### config.mk
export PLATFORM = sky130hd
export DESIGN_NAME = gst_exposure_gen
export DESIGN_NICKNAME = d
export VERILOG_FILES = /design/src/rtl/gst_pkg.sv /design/src/rtl/gst_cfg_latch.sv /design/src/rtl/gst_phase_ctrl.sv /design/src/rtl/gst_pulse_dec.sv /design/src/rtl/gst_exposure_gen.sv
export SDC_FILE = /design/constraint.sdc
export NUM_CORES = 1
export LEC_CHECK = 0
export ABC_AREA = 1
export BUFFER_PORTS_ARGS = -buffer_cell sky130_fd_sc_hd__buf_2
export CORE_ASPECT_RATIO = 0.75
export CORE_MARGIN = 2
export CORE_UTILIZATION = 30
export CTS_BUF_LIST = sky130_fd_sc_hd__clkbuf_8
export DETAILED_ROUTE_END_ITERATION = 10
export PLACE_DENSITY = 0.55
export SLEW_MARGIN = 0
export SYNTH_ARGS = -nofsm -noshare
export SYNTH_HDL_FRONTEND = slang
export SYNTH_SLANG_ARGS = --single-unit
export TNS_END_PERCENT = 20
### constraint.sdc
create_clock -name clk_i -period 3.8 [get_ports clk_i]
set_input_delay 0.19 -clock clk_i [delete_from_list [all_inputs] [get_ports clk_i]]
set_output_delay 0.19 -clock clk_i [all_outputs]
set_load 0.005 [all_outputs]
### src/rtl/gst_pkg.sv
`timescale 1ns/1ps
package gst_pkg;
  typedef enum logic [1:0] {
    PH_IDLE = 2'd0,
    PH_OVH  = 2'd1,
    PH_READ = 2'd2
  } gst_phase_e;
endpackage

### src/rtl/gst_cfg_latch.sv
`timescale 1ns/1ps
module gst_cfg_latch #(
  parameter int CNT_W   = 16,
  parameter int PRE_W   = 4,
  parameter int SMP_W   = 4,
  parameter int DS_W    = 4,
  parameter int MIN_EXP = 400,
  parameter bit DS_EN   = 1'b1,
  localparam int LW     = CNT_W + 3
) (
  input  logic             clk_i,
  input  logic             rst_ni,
  input  logic             load_i,
  input  logic [CNT_W-1:0] ovh_i,
  input  logic [CNT_W-1:0] gap_i,
  input  logic [CNT_W-1:0] rd_i,
  input  logic [CNT_W-1:0] rst_w_i,
  input  logic [CNT_W-1:0] rst_min_i,
  input  logic             ds_en_i,
  input  logic [CNT_W-1:0] ds_off_i,
  output logic [LW-1:0]    ovh_o,
  output logic [LW-1:0]    gap_o,
  output logic [LW-1:0]    rd_o,
  output logic [LW-1:0]    rst_w_o,
  output logic [LW-1:0]    ds_lo_o,
  output logic [LW-1:0]    ds_hi_o,
  output logic             ds_on_o,
  output logic             err_o
);
  localparam logic [LW-1:0] PRE_L  = LW'(PRE_W);
  localparam logic [LW-1:0] SMP_L  = LW'(SMP_W);
  localparam logic [LW-1:0] DSW_L  = LW'(DS_W);
  localparam logic [LW-1:0] MEXP_L = LW'(MIN_EXP);

  logic [LW-1:0] gap_c, ovh_min, ovh_c, rd_min, rd_c, w_req, w_min, w0, w_lim, w_c, ds_lo, ds_hi;
  logic          err_c, ds_fit;

  always_comb begin
    gap_c   = (gap_i == '0) ? LW'(1) : LW'(gap_i);
    ovh_min = PRE_L + gap_c + SMP_L + LW'(2);
    ovh_c   = (LW'(ovh_i) < ovh_min) ? ovh_min : LW'(ovh_i);
    w_min   = LW'(rst_min_i);
    rd_min  = w_min + MEXP_L;
    if (rd_min == '0) rd_min = LW'(1);
    rd_c    = (LW'(rd_i) < rd_min) ? rd_min : LW'(rd_i);
    w_req   = LW'(rst_w_i);
    w0      = (w_req < w_min) ? w_min : w_req;
    w_lim   = rd_c - MEXP_L;
    err_c   = w0 > w_lim;
    w_c     = err_c ? w_lim : w0;
    ds_lo   = w_c + LW'(ds_off_i);
    ds_hi   = ds_lo + DSW_L;
    ds_fit  = DS_EN && ds_en_i && (ds_hi <= rd_c) && (DS_W > 0);
  end

  always_ff @(posedge clk_i or negedge rst_ni) begin
    if (!rst_ni) begin
      ovh_o   <= PRE_L + SMP_L + LW'(3);
      gap_o   <= LW'(1);
      rd_o    <= LW'(1);
      rst_w_o <= '0;
      ds_lo_o <= '0;
      ds_hi_o <= '0;
      ds_on_o <= 1'b0;
      err_o   <= 1'b0;
    end else if (load_i) begin
      ovh_o   <= ovh_c;
      gap_o   <= gap_c;
      rd_o    <= rd_c;
      rst_w_o <= w_c;
      ds_lo_o <= ds_lo;
      ds_hi_o <= ds_hi;
      ds_on_o <= ds_fit;
      err_o   <= err_c;
    end
  end

  // latched values move only on an accepted trigger
  a_r8_cfg_hold: assert property (@(posedge clk_i) disable iff (!rst_ni)
    !load_i |=> ($stable(rst_w_o) && $stable(rd_o) && $stable(ovh_o) && $stable(err_o)));
endmodule

### src/rtl/gst_phase_ctrl.sv
`timescale 1ns/1ps
module gst_phase_ctrl
  import gst_pkg::*;
#(
  parameter int LW = 19
) (
  input  logic          clk_i,
  input  logic          rst_ni,
  input  logic          trig_i,
  input  logic [LW-1:0] ovh_i,
  input  logic [LW-1:0] rd_i,
  output gst_phase_e    phase_o,
  output logic [LW-1:0] cnt_o,
  output logic          load_o
);
  gst_phase_e    phase_q;
  logic [LW-1:0] cnt_q;

  assign load_o  = trig_i && (phase_q == PH_IDLE);
  assign phase_o = phase_q;
  assign cnt_o   = cnt_q;

  always_ff @(posedge clk_i or negedge rst_ni) begin
    if (!rst_ni) begin
      phase_q <= PH_IDLE;
      cnt_q   <= '0;
    end else begin
      unique case (phase_q)
        PH_IDLE: if (trig_i) begin
          phase_q <= PH_OVH;
          cnt_q   <= '0;
        end
        PH_OVH: if (cnt_q == ovh_i - LW'(1)) begin
          phase_q <= PH_READ;
          cnt_q   <= '0;
        end else cnt_q <= cnt_q + LW'(1);
        PH_READ: if (cnt_q == rd_i - LW'(1)) begin
          phase_q <= PH_IDLE;
          cnt_q   <= '0;
        end else cnt_q <= cnt_q + LW'(1);
        default: begin
          phase_q <= PH_IDLE;
          cnt_q   <= '0;
        end
      endcase
    end
  end

  // a trigger inside the overhead window does not restart the count
  a_r8_busy_trig_ignored: assert property (@(posedge clk_i) disable iff (!rst_ni)
    (phase_q == PH_OVH && trig_i && cnt_q != ovh_i - LW'(1))
      |=> (phase_q == PH_OVH && cnt_q == $past(cnt_q) + LW'(1)));
  a_r3_read_follows_ovh: assert property (@(posedge clk_i) disable iff (!rst_ni)
    (phase_q == PH_READ && $past(phase_q) != PH_READ) |-> $past(phase_q) == PH_OVH);
endmodule

### src/rtl/gst_pulse_dec.sv
`timescale 1ns/1ps
module gst_pulse_dec
  import gst_pkg::*;
#(
  parameter int LW    = 19,
  parameter int PRE_W = 4,
  parameter int SMP_W = 4
) (
  input  logic          clk_i,
  input  logic          rst_ni,
  input  gst_phase_e    phase_i,
  input  logic [LW-1:0] cnt_i,
  input  logic [LW-1:0] gap_i,
  input  logic [LW-1:0] rst_w_i,
  input  logic [LW-1:0] ds_lo_i,
  input  logic [LW-1:0] ds_hi_i,
  input  logic          ds_on_i,
  output logic          precharge_o,
  output logic          sample_o,
  output logic          mem_en_o,
  output logic          pix_reset_o,
  output logic          ds_reset_o,
  output logic          rd_active_o
);
  localparam logic [LW-1:0] PRE_L = LW'(PRE_W);
  localparam logic [LW-1:0] SMP_L = LW'(SMP_W);

  logic in_ovh, in_rd;
  logic [LW-1:0] smp_lo;

  assign in_ovh = (phase_i == PH_OVH);
  assign in_rd  = (phase_i == PH_READ);
  assign smp_lo = LW'(1) + PRE_L + gap_i;

  always_comb begin
    mem_en_o    = !in_ovh;
    rd_active_o = in_rd;
    precharge_o = in_ovh && (cnt_i >= LW'(1)) && (cnt_i <= PRE_L);
    sample_o    = in_ovh && (cnt_i >= smp_lo) && (cnt_i < smp_lo + SMP_L);
    pix_reset_o = in_rd && (cnt_i < rst_w_i);
    ds_reset_o  = in_rd && ds_on_i && (cnt_i >= ds_lo_i) && (cnt_i < ds_hi_i);
  end

  a_r2_pre_in_low: assert property (@(posedge clk_i) disable iff (!rst_ni)
    precharge_o |-> !mem_en_o);
  a_r2_smp_in_low: assert property (@(posedge clk_i) disable iff (!rst_ni)
    sample_o |-> !mem_en_o);
  a_r2_smp_ends_early: assert property (@(posedge clk_i) disable iff (!rst_ni)
    sample_o |=> !mem_en_o);
  a_r2_no_overlap: assert property (@(posedge clk_i) disable iff (!rst_ni)
    !(precharge_o && sample_o));
  a_r7_ds_apart: assert property (@(posedge clk_i) disable iff (!rst_ni)
    ds_reset_o |-> !pix_reset_o);
endmodule

### src/rtl/gst_exposure_gen.sv
`timescale 1ns/1ps
module gst_exposure_gen
  import gst_pkg::*;
#(
  parameter int CNT_W   = 16,
  parameter int PRE_W   = 4,
  parameter int SMP_W   = 4,
  parameter int DS_W    = 4,
  parameter int MIN_EXP = 400,
  parameter bit DS_EN   = 1'b1
) (
  input  logic             clk_i,
  input  logic             rst_ni,
  input  logic             frame_start_i,
  input  logic [CNT_W-1:0] cfg_ovh_i,
  input  logic [CNT_W-1:0] cfg_gap_i,
  input  logic [CNT_W-1:0] cfg_rd_len_i,
  input  logic [CNT_W-1:0] cfg_rst_w_i,
  input  logic [CNT_W-1:0] cfg_rst_min_i,
  input  logic             cfg_ds_en_i,
  input  logic [CNT_W-1:0] cfg_ds_off_i,
  output logic             precharge_o,
  output logic             sample_o,
  output logic             mem_en_o,
  output logic             pix_reset_o,
  output logic             ds_reset_o,
  output logic             rd_active_o,
  output logic             rst_err_o
);
  localparam int LW = CNT_W + 3;

  logic [LW-1:0] ovh_q, gap_q, rd_q, rst_w_q, ds_lo_q, ds_hi_q, cnt;
  logic          ds_on_q, load;
  gst_phase_e    phase;

  gst_phase_ctrl #(.LW(LW)) u_phase (
    .clk_i, .rst_ni, .trig_i(frame_start_i), .ovh_i(ovh_q), .rd_i(rd_q),
    .phase_o(phase), .cnt_o(cnt), .load_o(load)
  );

  gst_cfg_latch #(
    .CNT_W(CNT_W), .PRE_W(PRE_W), .SMP_W(SMP_W), .DS_W(DS_W),
    .MIN_EXP(MIN_EXP), .DS_EN(DS_EN)
  ) u_cfg (
    .clk_i, .rst_ni, .load_i(load),
    .ovh_i(cfg_ovh_i), .gap_i(cfg_gap_i), .rd_i(cfg_rd_len_i),
    .rst_w_i(cfg_rst_w_i), .rst_min_i(cfg_rst_min_i),
    .ds_en_i(cfg_ds_en_i), .ds_off_i(cfg_ds_off_i),
    .ovh_o(ovh_q), .gap_o(gap_q), .rd_o(rd_q), .rst_w_o(rst_w_q),
    .ds_lo_o(ds_lo_q), .ds_hi_o(ds_hi_q), .ds_on_o(ds_on_q), .err_o(rst_err_o)
  );

  gst_pulse_dec #(.LW(LW), .PRE_W(PRE_W), .SMP_W(SMP_W)) u_dec (
    .clk_i, .rst_ni, .phase_i(phase), .cnt_i(cnt), .gap_i(gap_q),
    .rst_w_i(rst_w_q), .ds_lo_i(ds_lo_q), .ds_hi_i(ds_hi_q), .ds_on_i(ds_on_q),
    .precharge_o, .sample_o, .mem_en_o, .pix_reset_o, .ds_reset_o, .rd_active_o
  );

  a_r3_rd_needs_mem: assert property (@(posedge clk_i) disable iff (!rst_ni)
    rd_active_o |-> mem_en_o);
  a_r4_reset_in_read: assert property (@(posedge clk_i) disable iff (!rst_ni)
    pix_reset_o |-> rd_active_o);
  a_r4_reset_starts_read: assert property (@(posedge clk_i) disable iff (!rst_ni)
    $rose(pix_reset_o) |-> $rose(rd_active_o));
  a_r9_reset_state: assert property (@(posedge clk_i)
    !rst_ni |-> (mem_en_o && !pix_reset_o && !rd_active_o && !rst_err_o));
endmodule

# After elaboration in Yosys (flattened, before gate mapping)
# Cells that the tools add are included.
word_totals:
  output_inout_bits: 7
  in_bits: 100
  ff_bits: 137
  elab_cells: 70
classes:
  magnitude_cmp: 12
  add_sub_neg: 12
  n_reduce_logical: 15
  eq_ne: 7
  mux: 14
op_table:
  columns: ["op", "n"]
  rows:
  - ["$mux W19", 7]
  - ["$add A19 B3 Y19 const B", 3]
  - ["$lt A19 B19 Y1", 3]
  - ["$pmux W19 S3", 1]
  - ["$add A3 B19 Y19 const A", 2]
  - ["$eq A19 B19 Y1", 2]
  - ["$ge A19 B19 Y1", 2]
  - ["$lt A16 B19 Y1", 2]
  - ["$sub A19 B1 Y19 const B", 2]
  - ["$mux W16", 2]
  - ["$add A19 B1 Y19 const B", 1]
  - ["$add A19 B16 Y19", 1]
  - ["$add A19 B2 Y19 const B", 1]
  - ["$ge A19 B1 Y1 const B", 1]
  - ["$gt A19 B19 Y1", 1]
  - ["$le A19 B19 Y1", 1]
  - ["$le A19 B3 Y1 const B", 1]
  - ["$logic_not A19 Y1", 1]
  - ["$sub A19 B9 Y19 const B", 1]
  - ["$add A16 B9 Y17 const B", 1]
  - ["$logic_not A16 Y1", 1]
  - ["$lt A16 B16 Y1", 1]
  - ["$logic_and A1 B1 Y1", 10]
  - ["$mux W2", 3]
  - ["7 further kinds", 9]

# Depth between registers and ports, before layout
# Gate-level depths: netlist (run 1).
logic_depth:
  word_depth: 12
  mapped_depth: 67
  mapped_depth_nobuf: 65

# Hierarchy
# From an unflattened synthesis (run 1), not the netlist that was laid out.
hier_totals:
  hier_cells: 2338
  area_unflattened_um2: 15199.6
by_module_without_submodules:
  columns: ["mod", "cells_each", "area_each_um2", "seq_area_each_um2", "n_inst"]
  rows:
  - ["gst_cfg_latch", 1264, 8839.7, 2683.8, 1]
  - ["gst_pulse_dec", 567, 3352.0, 0.0, 1]
  - ["gst_phase_ctrl", 507, 3007.9, 525.5, 1]

# Worst setup path after synthesis (run 1)
# Ideal clock, no wire load.
synth_path:
  kind: "input to register"
  start: "input port cfg_rst_min_i[4]"
  end: "register u_cfg.ds_on_o"
  arrival_time_ps: 7512
  t_required_ps: 3683
  setup_slack_ps: -3828
  setup_time_ps: 117
  n_path_buf: 2
  cell_stages: 58
  path_cell_list: "ha_1 -> nand2_2 -> nand2_4 -> nand2_4 -> nor2_8 -> nor2_1 -> inv_1 -> ha_1 -> nand2_1 -> nor2_1 -> nand2_1 -> nor3_2 -> nand3_4 -> nand3_4 -> buf_8 -> nand2_2 -> o21ai_4 -> inv_1 -> [22 not listed] -> nand3_1 -> nor2_1 -> nand2_1 -> inv_1 -> nand2_1 -> nor2_1 -> inv_1 -> nand2_1 -> inv_1 -> ha_1 -> nand2_1 -> nor2_1 -> o21ai_0 -> a21oi_1 -> o32ai_1 -> and3_1 -> nand2_1 -> nand2_1"
synth_between:
  elab_chain_len: 12
  word_cells_on_any_way: 14
  cone_classes: "4 x add/sub; 4 x order compare; 4 x mux; 2 x reduce/logical"
synth_rtl:
  columns: ["element", "line", "text"]
  rows:
  - ["from (decl)", "gst_exposure_gen.sv:19", "input logic [CNT_W-1:0] cfg_rst_min_i,"]
  - ["$add A16 B9 Y17 (*)", "gst_cfg_latch.sv:43", "rd_min = w_min + MEXP_L;"]
  - ["$logic_not A19 Y1", "gst_cfg_latch.sv:44", "if (rd_min == '0) rd_min = LW'(1);"]
  - ["$mux W19 (*)", "gst_cfg_latch.sv:44", null]
  - ["$lt A16 B19 Y1", "gst_cfg_latch.sv:45", "rd_c = (LW'(rd_i) < rd_min) ? rd_min : LW'(rd_i);"]
  - ["$mux W19 (*)", "gst_cfg_latch.sv:45", null]
  - ["named net u_cfg.rd_c[4]", "gst_cfg_latch.sv:35", "logic [LW-1:0] gap_c, ovh_min, ovh_c, rd_min, rd_c, w_req, w_min, w0, w_lim, w_c, ds_lo, ds_hi;"]
  - ["$sub A19 B9 Y19 (*)", "gst_cfg_latch.sv:48", "w_lim = rd_c - MEXP_L;"]
  - ["$gt A19 B19 Y1 (*)", "gst_cfg_latch.sv:49", "err_c = w0 > w_lim;"]
  - ["$mux W19 (*)", "gst_cfg_latch.sv:50", "w_c = err_c ? w_lim : w0;"]
  - ["named net u_cfg.w_c[2]", "gst_cfg_latch.sv:35", null]
  - ["$add A19 B16 Y19 (*)", "gst_cfg_latch.sv:51", "ds_lo = w_c + LW'(ds_off_i);"]
  - ["named net u_cfg.ds_lo[3]", "gst_cfg_latch.sv:35", null]
  - ["$add A19 B3 Y19 (*)", "gst_cfg_latch.sv:52", "ds_hi = ds_lo + DSW_L;"]
  - ["named net u_cfg.ds_hi[14]", "gst_cfg_latch.sv:35", null]
  - ["$le A19 B19 Y1 (*)", "gst_cfg_latch.sv:53", "ds_fit = DS_EN && ds_en_i && (ds_hi <= rd_c) && (DS_W > 0);"]
  - ["$logic_and A1 B1 Y1 (*)", "gst_cfg_latch.sv:53", null]
  - ["to (signal assigned)", "gst_cfg_latch.sv:73", "ds_on_o <= ds_fit;"]
  - ["to (decl)", "gst_cfg_latch.sv:27", "output logic ds_on_o,"]
# The timed path passes the listed nets; every way through them passes the cells marked *.
# A chain may end at the register's enable or synchronous reset.

# Worst setup path after layout (run 1)
layout_path:
  start: "input port cfg_rst_min_i[5]"
  end: "register u_cfg.ds_on_o"
layout_between:
  elab_chain_len: 12
  word_cells_on_any_way: 14
  cone_classes: "4 x add/sub; 4 x order compare; 4 x mux; 2 x reduce/logical"
layout_rtl:
  columns: ["element", "line"]
  rows:
  - ["$add A16 B9 Y17 (*)", "gst_cfg_latch.sv:43"]
  - ["$logic_not A19 Y1", "gst_cfg_latch.sv:44"]
  - ["$mux W19 (*)", "gst_cfg_latch.sv:44"]
  - ["$lt A16 B19 Y1", "gst_cfg_latch.sv:45"]
  - ["$mux W19 (*)", "gst_cfg_latch.sv:45"]
  - ["named net u_cfg.rd_c[4]", "gst_cfg_latch.sv:35"]
  - ["$sub A19 B9 Y19 (*)", "gst_cfg_latch.sv:48"]
  - ["$gt A19 B19 Y1 (*)", "gst_cfg_latch.sv:49"]
  - ["$mux W19 (*)", "gst_cfg_latch.sv:50"]
  - ["named net u_cfg.w_c[3]", "gst_cfg_latch.sv:35"]
  - ["$add A19 B16 Y19 (*)", "gst_cfg_latch.sv:51"]
  - ["$add A19 B3 Y19 (*)", "gst_cfg_latch.sv:52"]
  - ["named net u_cfg.ds_hi[15]", "gst_cfg_latch.sv:35"]
  - ["$le A19 B19 Y1 (*)", "gst_cfg_latch.sv:53"]
  - ["$logic_and A1 B1 Y1 (*)", "gst_cfg_latch.sv:53"]
# Marks and branches as above.

==> impl_metrics.tcl, run 1 <==
set metrics [dict create \
    status "finished with violations" \
    failed_checks "setup timing" \
    drtIter0Drc 1033 \
    layout.cells.non_filler 3078 \
    portBuffers 106 \
    async_flop_share_pct 100 \
    crit_top_cell "nand2_1" \
    start_kind "primary input" \
    fin_crit_ns 7.04 \
    p_total_mw 12.0 \
    grt_pass1_vias 14100 \
    clockBufferDepth 2 \
    cp.required_ns 4.21 \
    via_per_inst 4.78 \
    p_leak_nw 9.93 \
    maxCapViolations 0 \
    initial_utilization_pct 30.4 \
    crit_family "simple AND/OR/NAND/NOR gates" \
    clk_latency_ns 0.48 \
    netlist_area_um2 14000 \
    synthCells 2018 \
    vias 14700 \
    whs_path_depth 3 \
    slew_headroom_pct 41.9 \
    crit_buf_inv 9 \
    syn_area_per_cell_um2 6.95 \
    clock-sinks 128 \
    ys_ff_latch 128 \
    dieHeight_um 191 \
    numPlacedInstances 2997 \
    drcViolationCount 0 \
    die_x_um 254 \
    grt_use_total_pct 20.4 \
    fp.dieArea_um2 48500 \
    hold_viol 0 \
    wl_um 49200 \
    synth_edf_count 0 \
    cp.depth 59 \
    cp_max_fo 8 \
    power_density_nw_per_um2 615 \
    grt_max_degree 85 \
    core_um2 46100 \
    drtAntennaViolNets 0 \
    slew_violations 0 \
    seq_area_frac_synth_pct 22.9 \
    fmax_mhz 142 \
    cp-end-kind "register" \
    gr-total-overflow 0 \
    yosys_warnings 0 \
    dr.pass1.iters 7 \
    htreeDepth 4 \
    crit_slowest_cell "ha_4" \
    cts_root_buf "clkbuf_8" \
    placement_rows 68 \
    grt_pass1_wl_um 76700 \
    grt_antenna_before_repair 0 \
    design.portCount 107 \
    dp_worst_setup_slack_ns -4.21 \
    final.setup.worst_slack_ns -3.24 \
    drive_above_1_share_pct 30.0 \
    nNetsFinal 2734 \
    clock_skew_ns 0.0137 \
    fin_area_um2 19500 \
    filler_cell_count 4770 \
    gp_congestion 0.923 \
    ir_drop_uv 313 \
    synth_ff_type "dfrtp_1" \
    wl_per_cell_um 16.0 \
    hold_class "in -> reg" \
    hpwl_um 39400 \
    slowest_delay_ns 0.27 \
    clkTransAtPathRegs_ns 0.08 \
    rsz0062_at_grt "true" \
    critPathKind "in -> reg" \
    r2r_cells 19 \
    cts_tree "yes" \
    diodes 0 \
    placed_cell_area_um2 17500 \
    post-route-period-util_pct 185 \
    cts_buffers 17 \
    area_growth_pct 38.7 \
    synth.distinct_cells 64 \
    arrival_ns 7.46 \
    setup_viol 52 \
    tightest_slew_ns 0.872 \
    syn_nets 2317 \
]
==> placed cells by master, fill, tap and decap left out, types with 12 or more instances in the layout <==
| cell | synthesis | final |
|---|---|---|
| o21ai_1 | 2 | 15 |
| inv_1 | 287 | 276 |
| dfrtp_1 | 123 | 123 |
| nand2_4 | 6 | 20 |
| nand2_2 | 23 | 60 |
| nand3_1 | 106 | 87 |
| a21oi_1 | 95 | 85 |
| nand3_4 | 3 | 12 |
| nand4_1 | 61 | 61 |
| ha_4 | 0 | 27 |
| xnor2_1 | 23 | 19 |
| nor2_2 | 4 | 15 |
| nand2_1 | 475 | 423 |
| nor2_1 | 144 | 127 |
| ha_1 | 198 | 170 |
| xor2_2 | 0 | 15 |
| buf_2 | 4 | 100 |
| nor3_1 | 30 | 27 |
| buf_4 | 3 | 325 |
| buf_6 | 4 | 18 |
| xor2_1 | 110 | 91 |
| inv_2 | 3 | 16 |
| nor4_1 | 15 | 14 |
| o21ai_0 | 149 | 128 |
| clkbuf_8 | 0 | 22 |
| nand3_2 | 2 | 12 |
==> metal layers <==
layer | wire length [um] | vias to the layer above | GRT usage, %
met1 | 26300 | 6983 | 31.8
met3 | 2130 | 34 | 2.95
met2 | 20300 | 271 | 29.5
met5 | 0 | - | 0
li1 | - | 7437 | -
met4 | 506 | 0 | 3.42
==> power breakdown <==
group / total [mW] / switching [mW] / internal (mW)
logic: 8.51 / 4.69 / 3.82
registers: 2.35 / 0.428 / 1.92
clock network: 1.12 / 0.588 / 0.529
==> state kept, by name, summed over array words and instances, names as in the netlist <==
signal	cells
u_cfg.err_o	1
u_cfg.ds_on_o	1
u_cfg.gap_o	16
u_phase.phase_o	2
u_phase.cnt_o	19
u_cfg.ovh_o	17
u_cfg.ds_hi_o	19
u_cfg.rst_w_o	19
u_cfg.ds_lo_o	17
u_cfg.rd_o	17
==> final timing paths <==
kind,from,endpoint,slack (ns)
max,cfg_rst_min_i[5],u_cfg.ds_on_o$_DFFE_PN0P_,-3.24
min,cfg_ovh_i[0],u_cfg.ovh_o[0]$_DFFE_PN1P_,0.02
max reg2reg,u_cfg.rd_o[0]$_DFFE_PN1P_,u_phase.cnt_o[4]$_DFFE_PN0P_,0.78
min reg2reg,u_cfg.rst_w_o[2]$_DFFE_PN0P_,u_cfg.rst_w_o[2]$_DFFE_PN0P_,0.49
max in group asynchronous,rst_ni,u_cfg.ovh_o[14]$_DFFE_PN0P_,2.53
min in group asynchronous,rst_ni,u_cfg.gap_o[2]$_DFFE_PN0P_,0.32
==> stage by stage <==
| stage | hold slack, ns | setup TNS (ns) | utilization [%] |
|---|---|---|---|
| finish | 0.0223 | -71.28 | 42.2 |
| global route | 0.0250 | -87.05 | 42.2 |
| CTS | 0.00190 | -66.70 | 41.0 |
| detailed placement | 0.315 | -112.85 | 38.0 |
| global placement | 0.308 | -106.53 | 38.0 |
| floorplan | -0.106 | -70.67 | - |
==> timing repair <==
action	CTS	global route
setup endpoints to repair	52	52
endpoints found under the hold margin	79	0
gates resized for setup	141	117
setup buffers	36	10
pin swaps	60	70
hold buffers	3	0
gates cloned	0	1
==> final cells by class <==
| class | count | area [um2] | area share [%] |
|---|---|---|---|
| sequential | 128 | 3210 | 16.5 |
| multi-input combinational | 1542 | 10700 | 54.8 |
| timing repair buffer | 455 | 3340 | 17.1 |
| clock inverter | 10 | 61.3 | 0.315 |
| tap | 630 | 788 | 4.05 |
| inverter | 291 | 1090 | 5.61 |
| clock buffer | 22 | 303 | 1.56 |
==> cells by family (layout without fill, tap and decap cells) <==
| kind of cell | after synthesis | in the layout | synth area share (%) |
|---|---|---|---|
| adders and majority gates | 199 | 199 | 17.8 |
| DFF | 128 | 128 | 22.9 |
| and+or+nand+nor | 902 | 902 | 28.9 |
| other | 1 | 1 | 0.0267 |
| xor gates and xnor gates | 134 | 134 | 8.46 |
| buffers and inverters | 348 | 778 | 9.73 |
| AOI/OAI and AO/OA | 306 | 306 | 12.3 |
==> tightest hold or removal path: stages <==
cell	delay (ns)
buf_2	0.09
a21oi_1	0.05
o22ai_1	0.13
==> cell usage after synthesis, drive strengths merged (4+ instances only) <==
library cell / number / area, um2
nand4: 62 / 394
o21ai: 154 / 797
ha: 198 / 2480
nand2: 504 / 1990
nand3b: 5 / 37.5
nand3: 111 / 603
o31ai: 4 / 30.0
nor2: 152 / 628
o21a: 4 / 30.0
o211ai: 7 / 52.6
buf: 15 / 114
a211oi: 7 / 52.6
xor2: 110 / 963
a21o: 8 / 60.1
a21oi: 97 / 500
clkbuf: 42 / 159
dfstp: 5 / 131
o21bai: 6 / 45.0
nor4: 15 / 93.8
dfrtp: 123 / 3080
nor3: 31 / 160
and2: 16 / 100
xnor2: 23 / 201
inv: 290 / 1090
or2: 4 / 25.0
a31oi: 5 / 31.3
(Power assumes the default switching activity.)
==> run 2, diff against run 1 <==
--- a/config.mk
+++ b/config.mk
@@ -12,7 +12,7 @@
 export CORE_UTILIZATION = 30
 export CTS_BUF_LIST = sky130_fd_sc_hd__clkbuf_8
 export DETAILED_ROUTE_END_ITERATION = 10
-export PLACE_DENSITY = 0.55
+export PLACE_DENSITY = 0.56
 export SLEW_MARGIN = 0
 export SYNTH_ARGS = -nofsm -noshare
 export SYNTH_HDL_FRONTEND = slang
==> constraint.sdc (replaced) <==
create_clock -name clk_i -period 5.67 [get_ports clk_i]
set_input_delay 0.2835 -clock clk_i [delete_from_list [all_inputs] [get_ports clk_i]]
set_output_delay 0.2835 -clock clk_i [all_outputs]
set_load 0.005 [all_outputs]
==> run 2 against run 1 <==
The flow still finishes with violations (setup timing). Die area unchanged. Register-to-register slack improved by 1.8 ns. Via count decreased by 1.9%. Sequential share of layout area increased by 0.52 points.
==> impl_metrics.tcl, run 2 (synthesis results as in run 1) <==
set metrics [dict create \
    status "finished with violations" \
    failed_checks "setup timing" \
    wl_um 47400 \
    clock_skew_ns 0.0119 \
    gp_congestion 0.901 \
    portBuffers 106 \
    fmax_mhz 137 \
    clock-sinks 128 \
    cp_max_fo 7 \
    grt_max_degree 90 \
    dieHeight_um 191 \
    cp.required_ns 6.04 \
    reg2reg_from "u_cfg.rd_o[0]$_DFFE_PN1P_" \
    crit_slowest_cell "ha_4" \
    cts_root_buf "clkbuf_8" \
    grt_pass1_vias 14200 \
    tightest_slew_ns 0.992 \
    ir_drop_uv 224 \
    setup_tns_ns -10.28 \
    grt_antenna_before_repair 1 \
    grt_util_met3_pct 3.39 \
    clockBufferDepth 2 \
    fin_crit_ns 7.30 \
    multiInputGateArea_um2 10400 \
    start_kind "primary input" \
    final_common_cell "nand2_1" \
    grt_pass1_wl_um 75500 \
    hold_start "cfg_gap_i[12]" \
    arrival_ns 7.67 \
    hpwl_um 38000 \
    htreeDepth 4 \
    initial_utilization_pct 30.4 \
    wl_per_cell_um 15.6 \
    design.portCount 107 \
    filler_cell_count 4823 \
    grt_use_total_pct 19.9 \
    fp.dieArea_um2 48500 \
    power_density_nw_per_um2 417 \
    crit_top_cell "ha_4" \
    crit_family "simple AND/OR/NAND/NOR gates" \
    slowest_delay_ns 0.27 \
    cp-end-kind "register" \
    globalRoute.busiestLayer "met1" \
    via_per_inst 4.75 \
    p_leak_nw 9.68 \
    critPathKind "in -> reg" \
    startpoint "cfg_rst_min_i[4]" \
    post-route-period-util_pct 129 \
    rsz0062_at_grt "true" \
    core_um2 46100 \
    gr-total-overflow 0 \
    area_growth_pct 34.5 \
    setup_viol 21 \
    slew_violations 0 \
    placement_rows 68 \
    cts_buffers 17 \
    globalRouteMet1Util_pct 29.9 \
    drtAntennaViolNets 0 \
    nNetsFinal 2697 \
    use_met2_pct 29.9 \
    layout_common_cells "nand2_1, buf_4, inv_1, ha_1, o21ai_0" \
    clkTransAtPathRegs_ns 0.08 \
    clk_latency_ns 0.48 \
    maxCapViolations 0 \
    hold_class "in -> reg" \
    diodes 0 \
    hold_viol 0 \
    vias 14400 \
    drcViolationCount 0 \
    whs_ns 0.114 \
    crit_buf_inv 8 \
    dr.pass1.iters 5 \
    drive_above_1_share_pct 26.7 \
    seq_area_um2 3210 \
    die_x_um 254 \
    final.setup.worst_slack_ns -1.63 \
    cts_tree "yes" \
    slew_headroom_pct 33.8 \
    drtIter0Drc 1013 \
]
run 2: cell types whose count changed in the layout (fill, tap and decap cells not counted), sizes merged:
cell / delta
bufinv: +4
buf: -33
clkinvlp: -4
dlygate4sd3: -2
clkbuf: -4
inv: +2
clkinv: -2
run 2: what timing repair did:
item | 4_1_cts | 5_1_grt
hold buffers | 1 | 0
endpoints found under the hold margin | 65 | 0
setup buffers | 20 | 9
setup endpoints to repair | 28 | 30
cloned | 1 | 0
pin swaps | 44 | 53
resized for setup | 86 | 75
run 2: worst register-to-register path: stages, from the launching register on:
cell and delay [ns]:
dfstp_2 0.39, inv_1 0.12, ha_1 0.27, nand2_1 0.11, nor2_1 0.16, nand2_1 0.10
nor2_1 0.16, nand2_1 0.14, o21ai_0 0.23, inv_1 0.09, o21ai_0 0.17, nand3_1 0.12
nor2_1 0.11, nand3_1 0.09, nand2_1 0.12, nand2_1 0.12, nand2_1 0.33, o21ai_0 0.16
run 2: per-layer routing:
metal,vias up,wire length (um),share of wire (%)
met5,-,0,0
met4,0,412,0.87
met3,31,2130,4.5
met2,256,20200,43
met1,6796,24700,52
li1,7362,-,-
run 2: final cells by class:
class	instances	share of cell area [%]
multi-input combinational	1542	55.0
sequential	128	17.0
timing repair buffer	418	15.8
inverter	291	5.81
tap	630	4.18
clock buffer	20	1.46
clock inverter	10	0.769
run 2: final timing paths:
path                                                 endpoint  slack [ns]  cells after the start
worst max register to register   u_phase.cnt_o[3]$_DFFE_PN0P_        2.54                     17
worst max-delay path                u_cfg.ds_on_o$_DFFE_PN0P_       -1.63                     59
max in group asynchronous        u_phase.cnt_o[3]$_DFFE_PN0P_        4.03                      3
min in group asynchronous        u_cfg.ds_hi_o[2]$_DFFE_PN0P_        0.37                      2
worst min-delay path              u_cfg.gap_o[12]$_DFFE_PN0P_        0.11                      3
worst min register to register  u_cfg.rst_w_o[15]$_DFFE_PN0P_        0.48                      2
run 2: metrics by stage:
stage                     area [um2]  total power [mW]  std cells  setup WS, ns  util [%]
final                          18900              7.87       3039         -1.63      40.9
after global routing           18900              8.64       3039         -2.07      40.9
after CTS                      18400              7.56       3031         -1.46      39.9
after detailed placement       17400              6.36       2980         -2.35      37.7
after global placement         17400              6.26       2980         -2.17      37.7
after floorplan                14200              4.40       2018         -1.54         -
run 2: power by group:
part	internal (mW)	switching, mW	total, mW
combinational	2.40	3.00	5.40
clock	0.501	0.378	0.879
sequential	1.29	0.298	1.58
total	4.19	3.68	7.87
